[config.mk]
export PLATFORM = sky130hd
export DESIGN_NAME = flash_seq_ctrl
export DESIGN_NICKNAME = d
export VERILOG_FILES = /design/src/rtl/flash_seq_pkg.sv /design/src/rtl/fseq_region.sv /design/src/rtl/fseq_ticks.sv /design/src/rtl/flash_seq_ctrl.sv
export SDC_FILE = /design/constraint.sdc
export NUM_CORES = 1
export LEC_CHECK = 0
export BUFFER_PORTS_ARGS = -buffer_cell sky130_fd_sc_hd__buf_2
export CORE_MARGIN = 2
export CORE_UTILIZATION = 35
export DETAILED_ROUTE_END_ITERATION = 12
export GPL_TIMING_DRIVEN = 0
export PLACE_DENSITY = 0.61
export SLEW_MARGIN = 20
export SYNTH_ARGS = -nofsm -noshare
export SYNTH_HDL_FRONTEND = slang
export SYNTH_SLANG_ARGS = --single-unit
[constraint.sdc]
create_clock -name clk -period 5.2 [get_ports clk]
set_clock_uncertainty 0.05 [all_clocks]
set_input_delay 1.04 -clock clk [delete_from_list [all_inputs] [get_ports clk]]
set_output_delay 1.04 -clock clk [all_outputs]
set_load 0.005 [all_outputs]
[src/rtl/flash_seq_pkg.sv]
package flash_seq_pkg;
  typedef enum logic [1:0] {
    OP_WORD  = 2'd0,
    OP_BLOCK = 2'd1,
    OP_SEG   = 2'd2,
    OP_MASS  = 2'd3
  } fop_e;

  typedef enum logic [2:0] {
    S_IDLE,
    S_WORD,
    S_BFIRST,
    S_BNEXT,
    S_BEND,
    S_ERASE
  } fst_e;
endpackage

[src/rtl/fseq_region.sv]
module fseq_region #(
  parameter int ADDR_W     = 16,
  parameter int INFO_BASE  = 'h1000,
  parameter int INFO_BYTES = 256,
  parameter int INFO_SEG   = 64,
  parameter int MAIN_SEG   = 512,
  parameter int LOCK_BASE  = 'h10C0
) (
  input  logic [ADDR_W-1:0] addr,
  output logic              in_lock,
  output logic [ADDR_W-1:0] seg_base
);
  localparam int INFO_SH = $clog2(INFO_SEG);
  localparam logic [ADDR_W-1:0] INFO_LO   = ADDR_W'(INFO_BASE);
  localparam logic [ADDR_W-1:0] INFO_HI   = ADDR_W'(INFO_BASE + INFO_BYTES - 1);
  localparam logic [ADDR_W-1:0] INFO_MASK = ~ADDR_W'(INFO_SEG - 1);
  localparam logic [ADDR_W-1:0] MAIN_MASK = ~ADDR_W'(MAIN_SEG - 1);
  localparam logic [ADDR_W-1:0] LOCK_ADR  = ADDR_W'(LOCK_BASE);

  logic in_info;

  always_comb begin
    in_info  = (addr >= INFO_LO) && (addr <= INFO_HI);
    in_lock  = (addr[ADDR_W-1:INFO_SH] == LOCK_ADR[ADDR_W-1:INFO_SH]);
    seg_base = in_info ? (addr & INFO_MASK) : (addr & MAIN_MASK);
  end
endmodule

[src/rtl/fseq_ticks.sv]
module fseq_ticks #(
  parameter int CW = 14
) (
  input  logic          clk,
  input  logic          rst,
  input  logic          clr,
  input  logic          en,
  input  logic          tick,
  input  logic [CW-1:0] limit,
  output logic          fin
);
  logic [CW-1:0] cnt;

  assign fin = en && tick && (cnt == limit - CW'(1));

  always_ff @(posedge clk) begin
    if (rst || clr || fin) cnt <= '0;
    else if (en && tick)   cnt <= cnt + CW'(1);
  end

  AST_COUNT_BELOW_LIMIT: assert property (@(posedge clk) disable iff (rst)
    en |-> (cnt < limit));
endmodule

[src/rtl/flash_seq_ctrl.sv]
module flash_seq_ctrl
  import flash_seq_pkg::*;
#(
  parameter int ADDR_W     = 16,
  parameter int DATA_W     = 16,
  parameter int T_WORD     = 30,
  parameter int T_BLK0     = 25,
  parameter int T_BLK1     = 18,
  parameter int T_BEND     = 6,
  parameter int T_SEG      = 4819,
  parameter int T_MASS     = 10593,
  parameter int BLK_BYTES  = 64,
  parameter int INFO_BASE  = 'h1000,
  parameter int INFO_BYTES = 256,
  parameter int INFO_SEG   = 64,
  parameter int MAIN_SEG   = 512,
  parameter int LOCK_BASE  = 'h10C0
) (
  input  logic              clk,
  input  logic              rst,
  input  logic              tick,
  input  logic              cmd_valid,
  input  logic [1:0]        cmd_op,
  input  logic              cmd_byte,
  input  logic [ADDR_W-1:0] cmd_addr,
  input  logic [DATA_W-1:0] cmd_data,
  input  logic              blk_avail,
  input  logic [DATA_W-1:0] blk_data,
  input  logic              unlock_req,
  input  logic              relock_req,
  output logic              busy,
  output logic              done,
  output logic              acc_viol,
  output logic              blk_take,
  output logic              prog_en,
  output logic              erase_en,
  output logic              mass_en,
  output logic              keep_lock_seg,
  output logic [ADDR_W-1:0] arr_addr,
  output logic [DATA_W-1:0] arr_data,
  output logic              arr_byte
);
  localparam int TM1    = (T_MASS > T_SEG) ? T_MASS : T_SEG;
  localparam int TM2    = (TM1 > T_WORD) ? TM1 : T_WORD;
  localparam int CW     = $clog2(TM2 + 1);
  localparam int BLK_SH = $clog2(BLK_BYTES);
  localparam int WSTEP  = DATA_W / 8;
  localparam int INFO_SH = $clog2(INFO_SEG);
  localparam logic [ADDR_W-1:0] LOCK_ADR = ADDR_W'(LOCK_BASE);

  fst_e              state, nxt;
  logic              locked;
  logic              viol_n, take_n, accept;
  logic              cmd_lock_hit, at_bound, fin;
  logic [ADDR_W-1:0] cmd_seg_base, nxt_addr;
  logic [CW-1:0]     limit;
  fop_e              op;

  assign op = fop_e'(cmd_op);

  fseq_region #(
    .ADDR_W(ADDR_W), .INFO_BASE(INFO_BASE), .INFO_BYTES(INFO_BYTES),
    .INFO_SEG(INFO_SEG), .MAIN_SEG(MAIN_SEG), .LOCK_BASE(LOCK_BASE)
  ) u_region (
    .addr     (cmd_addr),
    .in_lock  (cmd_lock_hit),
    .seg_base (cmd_seg_base)
  );

  fseq_ticks #(.CW(CW)) u_ticks (
    .clk   (clk),
    .rst   (rst),
    .clr   (state == S_IDLE),
    .en    (state != S_IDLE),
    .tick  (tick),
    .limit (limit),
    .fin   (fin)
  );

  always_comb begin
    nxt_addr = arr_addr + (arr_byte ? ADDR_W'(1) : ADDR_W'(WSTEP));
    at_bound = (nxt_addr[BLK_SH-1:0] == '0);
    unique case (state)
      S_WORD:   limit = CW'(T_WORD);
      S_BFIRST: limit = CW'(T_BLK0);
      S_BNEXT:  limit = CW'(T_BLK1);
      S_BEND:   limit = CW'(T_BEND);
      S_ERASE:  limit = mass_en ? CW'(T_MASS) : CW'(T_SEG);
      default:  limit = CW'(1);
    endcase
  end

  always_comb begin
    nxt    = state;
    viol_n = 1'b0;
    take_n = 1'b0;
    accept = 1'b0;
    unique case (state)
      S_IDLE: if (cmd_valid) begin
        if (op != OP_MASS && cmd_lock_hit && locked) viol_n = 1'b1;
        else begin
          accept = 1'b1;
          unique case (op)
            OP_WORD:  nxt = S_WORD;
            OP_BLOCK: nxt = S_BFIRST;
            default:  nxt = S_ERASE;
          endcase
        end
      end
      S_WORD, S_ERASE, S_BEND: begin
        viol_n = cmd_valid;
        if (fin) nxt = S_IDLE;
      end
      default: begin
        viol_n = cmd_valid;
        if (fin) begin
          if (blk_avail && !at_bound) begin
            nxt    = S_BNEXT;
            take_n = 1'b1;
          end else nxt = S_BEND;
        end
      end
    endcase
  end

  always_ff @(posedge clk) begin
    if (rst) begin
      state         <= S_IDLE;
      locked        <= 1'b1;
      busy          <= 1'b0;
      done          <= 1'b0;
      acc_viol      <= 1'b0;
      blk_take      <= 1'b0;
      prog_en       <= 1'b0;
      erase_en      <= 1'b0;
      mass_en       <= 1'b0;
      keep_lock_seg <= 1'b0;
      arr_addr      <= '0;
      arr_data      <= '0;
      arr_byte      <= 1'b0;
    end else begin
      state    <= nxt;
      busy     <= (nxt != S_IDLE);
      done     <= busy && (nxt == S_IDLE);
      acc_viol <= viol_n;
      blk_take <= take_n;
      prog_en  <= (nxt == S_WORD) || (nxt == S_BFIRST) || (nxt == S_BNEXT);
      erase_en <= (nxt == S_ERASE);
      if (relock_req)      locked <= 1'b1;
      else if (unlock_req) locked <= 1'b0;
      if (accept) begin
        arr_addr      <= (op == OP_SEG) ? cmd_seg_base : cmd_addr;
        arr_data      <= cmd_data;
        arr_byte      <= cmd_byte;
        mass_en       <= (op == OP_MASS);
        keep_lock_seg <= (op == OP_MASS) && locked;
      end else if (take_n) begin
        arr_addr <= nxt_addr;
        arr_data <= blk_data;
      end else if (nxt == S_IDLE) begin
        mass_en       <= 1'b0;
        keep_lock_seg <= 1'b0;
      end
    end
  end

  AST_DONE_SINGLE: assert property (@(posedge clk) disable iff (rst)
    done |=> !done);
  AST_DONE_AT_END: assert property (@(posedge clk) disable iff (rst)
    done |-> (!busy && $past(busy)));
  AST_VIOL_FROM_CMD: assert property (@(posedge clk) disable iff (rst)
    acc_viol |-> $past(cmd_valid));
  AST_TAKE_IN_BLOCK: assert property (@(posedge clk) disable iff (rst)
    blk_take |-> (prog_en && arr_addr[BLK_SH-1:0] != '0));
  AST_NO_LOCKED_START: assert property (@(posedge clk) disable iff (rst)
    ($rose(busy) && !mass_en) |->
      !($past(locked) && arr_addr[ADDR_W-1:INFO_SH] == LOCK_ADR[ADDR_W-1:INFO_SH]));
  AST_ONE_STROBE: assert property (@(posedge clk) disable iff (rst)
    (prog_en || erase_en) |-> busy);
endmodule

==> results_dict.tcl, run 1 <==
set metrics [dict create \
    combPwrFrac_pct 27.4 \
    yosysTopAreaCellShare_pct 34.4 \
    path_clk_slew_ns 0.07 \
    hold_depth 2 \
    status "finished, final reports clean" \
    worstPathCellList "buf_4 > inv_2 > ha_1 > clkbuf_1 > inv_1 > a21oi_1 > a221oi_1 > ha_1 > or4b_2 > a31oi_1 > a211oi_1 > xor2_1 > o31a_1 > nand3_1 > nand3_1 > clkbuf_1 > nor2_1" \
    vias 3568 \
    num_rows 36 \
    synthCells 429 \
    cts_sinks 59 \
    required_ns 5.37 \
    layout.cells.most_common_list "buf_2, dfxtp_1, nand2_1, nor2_1, o21ai_0" \
    gp_congestion 0.863 \
    vias_per_cell 5.29 \
    synthArstFlopShare_pct 0 \
    r2r_slack_ns 0.70 \
    start_util_pct 35.6 \
    slew-limit-headroom_pct 53.6 \
    rsz0062_at_grt "no" \
    switching_power_mw 0.430 \
    crit_slowest_cell "or4b_2" \
    final_common_cell "buf_2" \
    setup_total_negative_slack_ns 0 \
    setup_viol 0 \
    dp_hpwl_um 7570 \
    syn_avg_cell_area_um2 8.01 \
    seqPwrFrac_pct 39.5 \
    hold_path_class "reg -> reg" \
    fin_crit_ns 4.50 \
    ir_drop_mv 0.154 \
    drive_above_1_share_pct 24.4 \
    wl_met2_um 4690 \
    cts_buffer_depth 2 \
    p_clk_share_pct 33.1 \
    p_int_mw 0.860 \
    hold_start "keep_lock_seg" \
    synthDistinctLibCells 62 \
    grt_usage_pct 18.8 \
    dr_wl_met3_um 643 \
    diodes 0 \
    coreArea_um2 9640 \
    p_sw_share_pct 33.3 \
    post_cts_buffers 0 \
    cts_tree "built" \
    endpoint_kind "flip-flop" \
    max_stage_delay_ns 0.65 \
    grt_overflow_total 0 \
    yosysTopAreaCell "dfxtp_1" \
    cp-start-kind "flip-flop" \
    holdBufCountCts 0 \
    route.detailed.drc 0 \
    cts_buffers 9 \
    fin_crit_sh_pct 86.6 \
    ys_seq_area_share_pct 34.4 \
    fp.dieW_um 103 \
    root_buffer "clkbuf_8" \
    r2r_cells 17 \
    tightestPinTransition_ns 0.679 \
    insertion_delay_ns 0.35 \
    path_max_fanout 10 \
    grt_max_degree 11 \
    drt_iter0_drc 127 \
    syn_nets 493 \
    numPortBuffers 97 \
    grt_pass1_wl_um 15600 \
    hold_viol_final 0 \
    avgRoutedWirePerCell_um 14.6 \
    synth_edf_count 0 \
    grt_pass1_vias 3265 \
    top_layer "met4" \
    areaGrowthSynthToFinish_pct 24.7 \
    worstReg2RegStart "state[2]" \
    power_density_nw_per_um2 301 \
    regToRegEndpoint "u_ticks.cnt[7]" \
    synth_seq_cells 59 \
    p_leak_nw 1.87 \
    instances_no_fill 675 \
    post_cts_resized 0 \
    finalWirelength_um 9860 \
    crit_type "reg -> reg" \
    drt-pass1-iter-count 7 \
    synthTopCellsByArea "dfxtp_1, mux2i_1, nand2_1" \
    cp.arrival_ns 4.67 \
    finalMaxSlewViolations 0 \
    power.total_mw 1.29 \
    wl_met1_um 4330 \
    ant_nets 0 \
    maxCapViolations 0 \
    die_h_um 103 \
    yosys_most_used_dff "dfxtp_1" \
    io_pins 99 \
    startpoint "state[2]" \
    holdPathEnd "keep_lock_seg" \
    yosysWarningCount 0 \
    antenna_found_initial 0 \
    htreeDepth 3 \
    fmax_ghz 0.222 \
    layout.nets 601 \
    dp.cells 659 \
    die_area_um2 10600 \
    syn_area_um2 3440 \
]
## Yosys cell counts (all sizes together) (2+ instances only)
master	instances
or4b	3
or3	6
a211oi	4
and3	9
a211o	4
dfxtp	59
or2	2
o211ai	3
inv	11
nand3	20
o31ai	2
a31oi	9
mux2i	22
o211a	2
clkbuf	18
o22ai	3
buf	10
and4	2
o31a	2
o21ai	29
o2111ai	2
nor2	40
nand2b	7
nand2	56
nor3b	6
a32oi	2
nand4	10
a221oi	2
nor2b	2
ha	5
a21o	2
nor3	7
a21oi	14
nor4	8
xnor2	11
xor2	16
a2111oi	2
## metrics by stage
step	setup WS [ns]	utilization (%)	hold WS [ns]	area, µm²
after floorplan	1.29	-	0.405	3440
after global placement	0.748	42.4	0.407	4090
after detailed placement	0.710	42.4	0.416	4090
after CTS	0.698	44.4	0.427	4280
after global routing	0.304	44.4	0.452	4280
final	0.699	44.4	0.422	4280
## power by group through the flow
stage                     clock network [mW]  registers, mW  logic (mW)
after floorplan                            0          0.520       0.232
after global placement                     0          0.519       0.347
after detailed placement                   0          0.520       0.350
after CTS                              0.436          0.510       0.353
after global routing                   0.461          0.515       0.393
final                                  0.427          0.510       0.353
## metal layers
| layer | GRT usage [%] | vias up |
|---|---|---|
| met1 | 24.4 | 1668 |
| li1 | - | 1759 |
| met5 | 0 | - |
| met4 | 6.98 | 0 |
| met2 | 30.0 | 122 |
| met3 | 4.75 | 19 |
## logic make-up (layout without fill, tap and decap cells)
kind of cell             count (synthesis)  after routing  share of synthesized area (%)
flip-flops                              59             59                           34.4
adder cells (fa/ha/maj)                  6              6                           2.40
XOR/XNOR                                27             27                           6.88
AO/OA/AOI/OAI                           90             90                           17.0
AND/OR/NAND/NOR                        186            186                           28.2
buffers and inverters                   39            152                           4.77
multiplexers                            22             22                           6.41
## worst max-delay path, delay by kind of cell (launching register included)
kind	cells	cell delay, ns
buffers and inverters	5	1.10
AND/OR/NAND/NOR	4	1.26
AO/OA/AOI/OAI	5	0.70
XOR/XNOR	1	0.22
adder cells (fa/ha/maj)	2	0.68
flip-flops	1	0.35
## cell type report
cell class	instances	area, µm²
multi-input cells	331	2090
clock buffers	12	145
repair buffers	97	485
flip-flops and latches	59	1180
inverters	11	41.3
well taps	133	166
plain buffers	28	123
clock inverters	4	50.0
fillers	1020	5360
## worst max path at each step
stage | endpoint | cells after the start
6_report | u_ticks.cnt[7] | 17
5_1_grt | u_ticks.cnt[7] | 17
4_1_cts | u_ticks.cnt[11] | 17
3_5_place_dp | u_ticks.cnt[11] | 17
3_3_place_gp | u_ticks.cnt[13] | 17
2_1_floorplan | arr_addr[13] | 16
## registers in the layout, indices dropped and copies added, names as in the netlist
register	cells
done	1
prog_en	1
mass_en	1
acc_viol	1
state	3
arr_addr	16
locked	1
arr_byte	1
keep_lock_seg	1
blk_take	1
busy	1
arr_data	16
u_ticks.cnt	14
erase_en	1
Power figures use the tool's default switching activity.
==> inputs of run 2 (changes only) <==
Settings changed: BUFFER_PORTS_ARGS -buffer_cell sky130_fd_sc_hd__buf_2 to default, DONT_BUFFER_PORTS from default to 1, PLACE_DENSITY 0.61 to 0.52, SLEW_MARGIN 20 to 5.
==> run 2 against run 1 <==
  * Critical path depth stayed put
  * Via count fell by 12%
  * Sequential share of layout area grew 3.2 points
  * Die area did not move
  * Non-clock buffer count down 97
  * First-iteration DRC count up 65%
  * Clock power rose by 17%
  * Worst hold slack improved by 0.035 ns
  * Critical path type unchanged
==> results_dict.tcl, run 2 (synthesis results as in run 1) <==
set metrics [dict create \
    grt_max_degree 11 \
    layout.nets 504 \
    die_area_um2 10600 \
    power_density_nw_per_um2 344 \
    start_util_pct 35.6 \
    tightestPinTransition_ns 0.862 \
    slew-limit-headroom_pct 41.0 \
    layout.cells.most_common_list "dfxtp_1, nand2_1, nor2_1, o21ai_0, mux2i_1" \
    grt_pass1_vias 3027 \
    hold_depth 2 \
    fin_crit_sh_pct 86.5 \
    drive_above_1_share_pct 8.09 \
    worstReg2RegStart "state[2]" \
    p_clk_share_pct 37.9 \
    final_common_cell "dfxtp_1" \
    setup_total_negative_slack_ns 0 \
    holdBufCountCts 0 \
    cp.arrival_ns 4.67 \
    top_regs "arr_addr x16, arr_data x16, u_ticks.cnt x14" \
    seqPwrFrac_pct 39.4 \
    grt_pass1_wl_um 15200 \
    rsz0062_at_grt "no" \
    drt_iter0_drc 210 \
    hold_path_class "reg -> reg" \
    num_rows 36 \
    dp_hpwl_um 7380 \
    cts_buffer_depth 2 \
    crit_slowest_cell "or4b_2" \
    areaGrowthSynthToFinish_pct 11.8 \
    crit_family "simple AND/OR/NAND/NOR gates" \
    grt_usage_pct 18.6 \
    worstPathCellList "buf_4 > inv_2 > ha_1 > clkbuf_1 > inv_1 > a21oi_1 > a221oi_1 > ha_1 > or4b_2 > a31oi_1 > a211oi_1 > xor2_1 > o31a_1 > nand3_1 > nand3_1 > clkbuf_1 > nor2_1" \
    insertion_delay_ns 0.36 \
    fin_crit_ns 4.50 \
    grt_overflow_total 0 \
    coreArea_um2 9640 \
    fmax_ghz 0.222 \
    n_fill_cell 1025 \
    holdWs_ns 0.457 \
    cts_tree "built" \
    path_max_fanout 10 \
    die_h_um 103 \
    numPortBuffers 0 \
    p_sw_share_pct 31.5 \
    gp_congestion 0.833 \
    cts_buffers 9 \
    post_cts_buffers 0 \
    max_stage_delay_ns 0.65 \
    power.total_mw 1.32 \
    route.detailed.drc 0 \
    required_ns 5.37 \
    hold_viol_final 0 \
    endpoint_kind "flip-flop" \
    ir_drop_mv 0.144 \
    diodes 0 \
    cp-start-kind "flip-flop" \
    drt-pass1-iter-count 4 \
    hold_start "keep_lock_seg" \
    antenna_found_initial 0 \
    r2r_cells 17 \
    avgRoutedWirePerCell_um 16.6 \
    combPwrFrac_pct 22.6 \
    path_clk_slew_ns 0.07 \
    vias 3141 \
    p_leak_nw 1.47 \
    cts_sinks 59 \
    fp.dieW_um 103 \
    post_cts_resized 0 \
    holdPathEnd "keep_lock_seg" \
    setup_viol 0 \
    utilization_pct 39.8 \
    crit_cells 17 \
    finalMaxSlewViolations 0 \
    io_pins 99 \
    finalWirelength_um 9620 \
    status "finished, final reports clean" \
    root_buffer "clkbuf_8" \
    switching_power_mw 0.416 \
    regToRegEndpoint "u_ticks.cnt[6]" \
    path_buf_inv 5 \
    ant_nets 0 \
    crit_type "reg -> reg" \
    r2r_slack_ns 0.70 \
    htreeDepth 3 \
    vias_per_cell 5.43 \
    p_int_mw 0.904 \
    maxCapViolations 0 \
]
## run 2: changes by cell type in the layout (fill, tap and decap cells not counted)
cell	before	now
buf_2	105	8
bufinv_16	1	2
clkinv_4	0	1
clkinvlp_4	2	0
clkbuf_1	20	19
clkinv_2	1	0
clkbuf_8	10	12
## run 2: how the worst max path moves through the flow
| stage | start | end |
|---|---|---|
| 2_1_floorplan | state[2] | arr_addr[13] |
| 3_3_place_gp | state[2] | u_ticks.cnt[9] |
| 3_5_place_dp | state[2] | u_ticks.cnt[7] |
| 4_1_cts | state[2] | u_ticks.cnt[6] |
| 5_1_grt | state[2] | u_ticks.cnt[6] |
| 6_report | state[2] | u_ticks.cnt[6] |
## run 2: worst min-delay path: stages, from the launching register on
cell and delay [ns]:
dfxtp_1 0.33, nand2_1 0.07, o32ai_1 0.06
## run 2: final cells by class
class | count | area (µm²) | area share, %
Buffer | 28 | 123 | 3.19
Clock inverter | 3 | 68.8 | 1.79
Multi-Input combinational cell | 331 | 2090 | 54.4
Sequential cell | 59 | 1180 | 30.8
Clock buffer | 13 | 169 | 4.40
Tap cell | 133 | 166 | 4.33
Inverter | 11 | 41.3 | 1.08
## run 2: power groups by stage
stage,sequential [mW],clock [mW],combinational [mW]
final,0.521,0.501,0.299
after global routing,0.526,0.535,0.336
after CTS,0.522,0.512,0.300
after detailed placement,0.532,0,0.298
after global placement,0.531,0,0.294
after floorplan,0.520,0,0.232
## run 2: metrics by stage
stage	area [µm²]	std cells	worst slack, ns
after global placement	3600	562	0.707
final	3840	578	0.702
after floorplan	3440	429	1.29
after global routing	3840	578	0.306
after CTS	3840	578	0.713
after detailed placement	3600	562	0.745
## run 2: layer usage
metal  wire length (µm)  vias up  global-route usage [%]
li1                   -     1566                       -
met1               4350     1462                    24.2
met2               4480      101                    27.5
met3                635       12                    7.12
met4                146        0                    8.00
met5                  0        -                       0
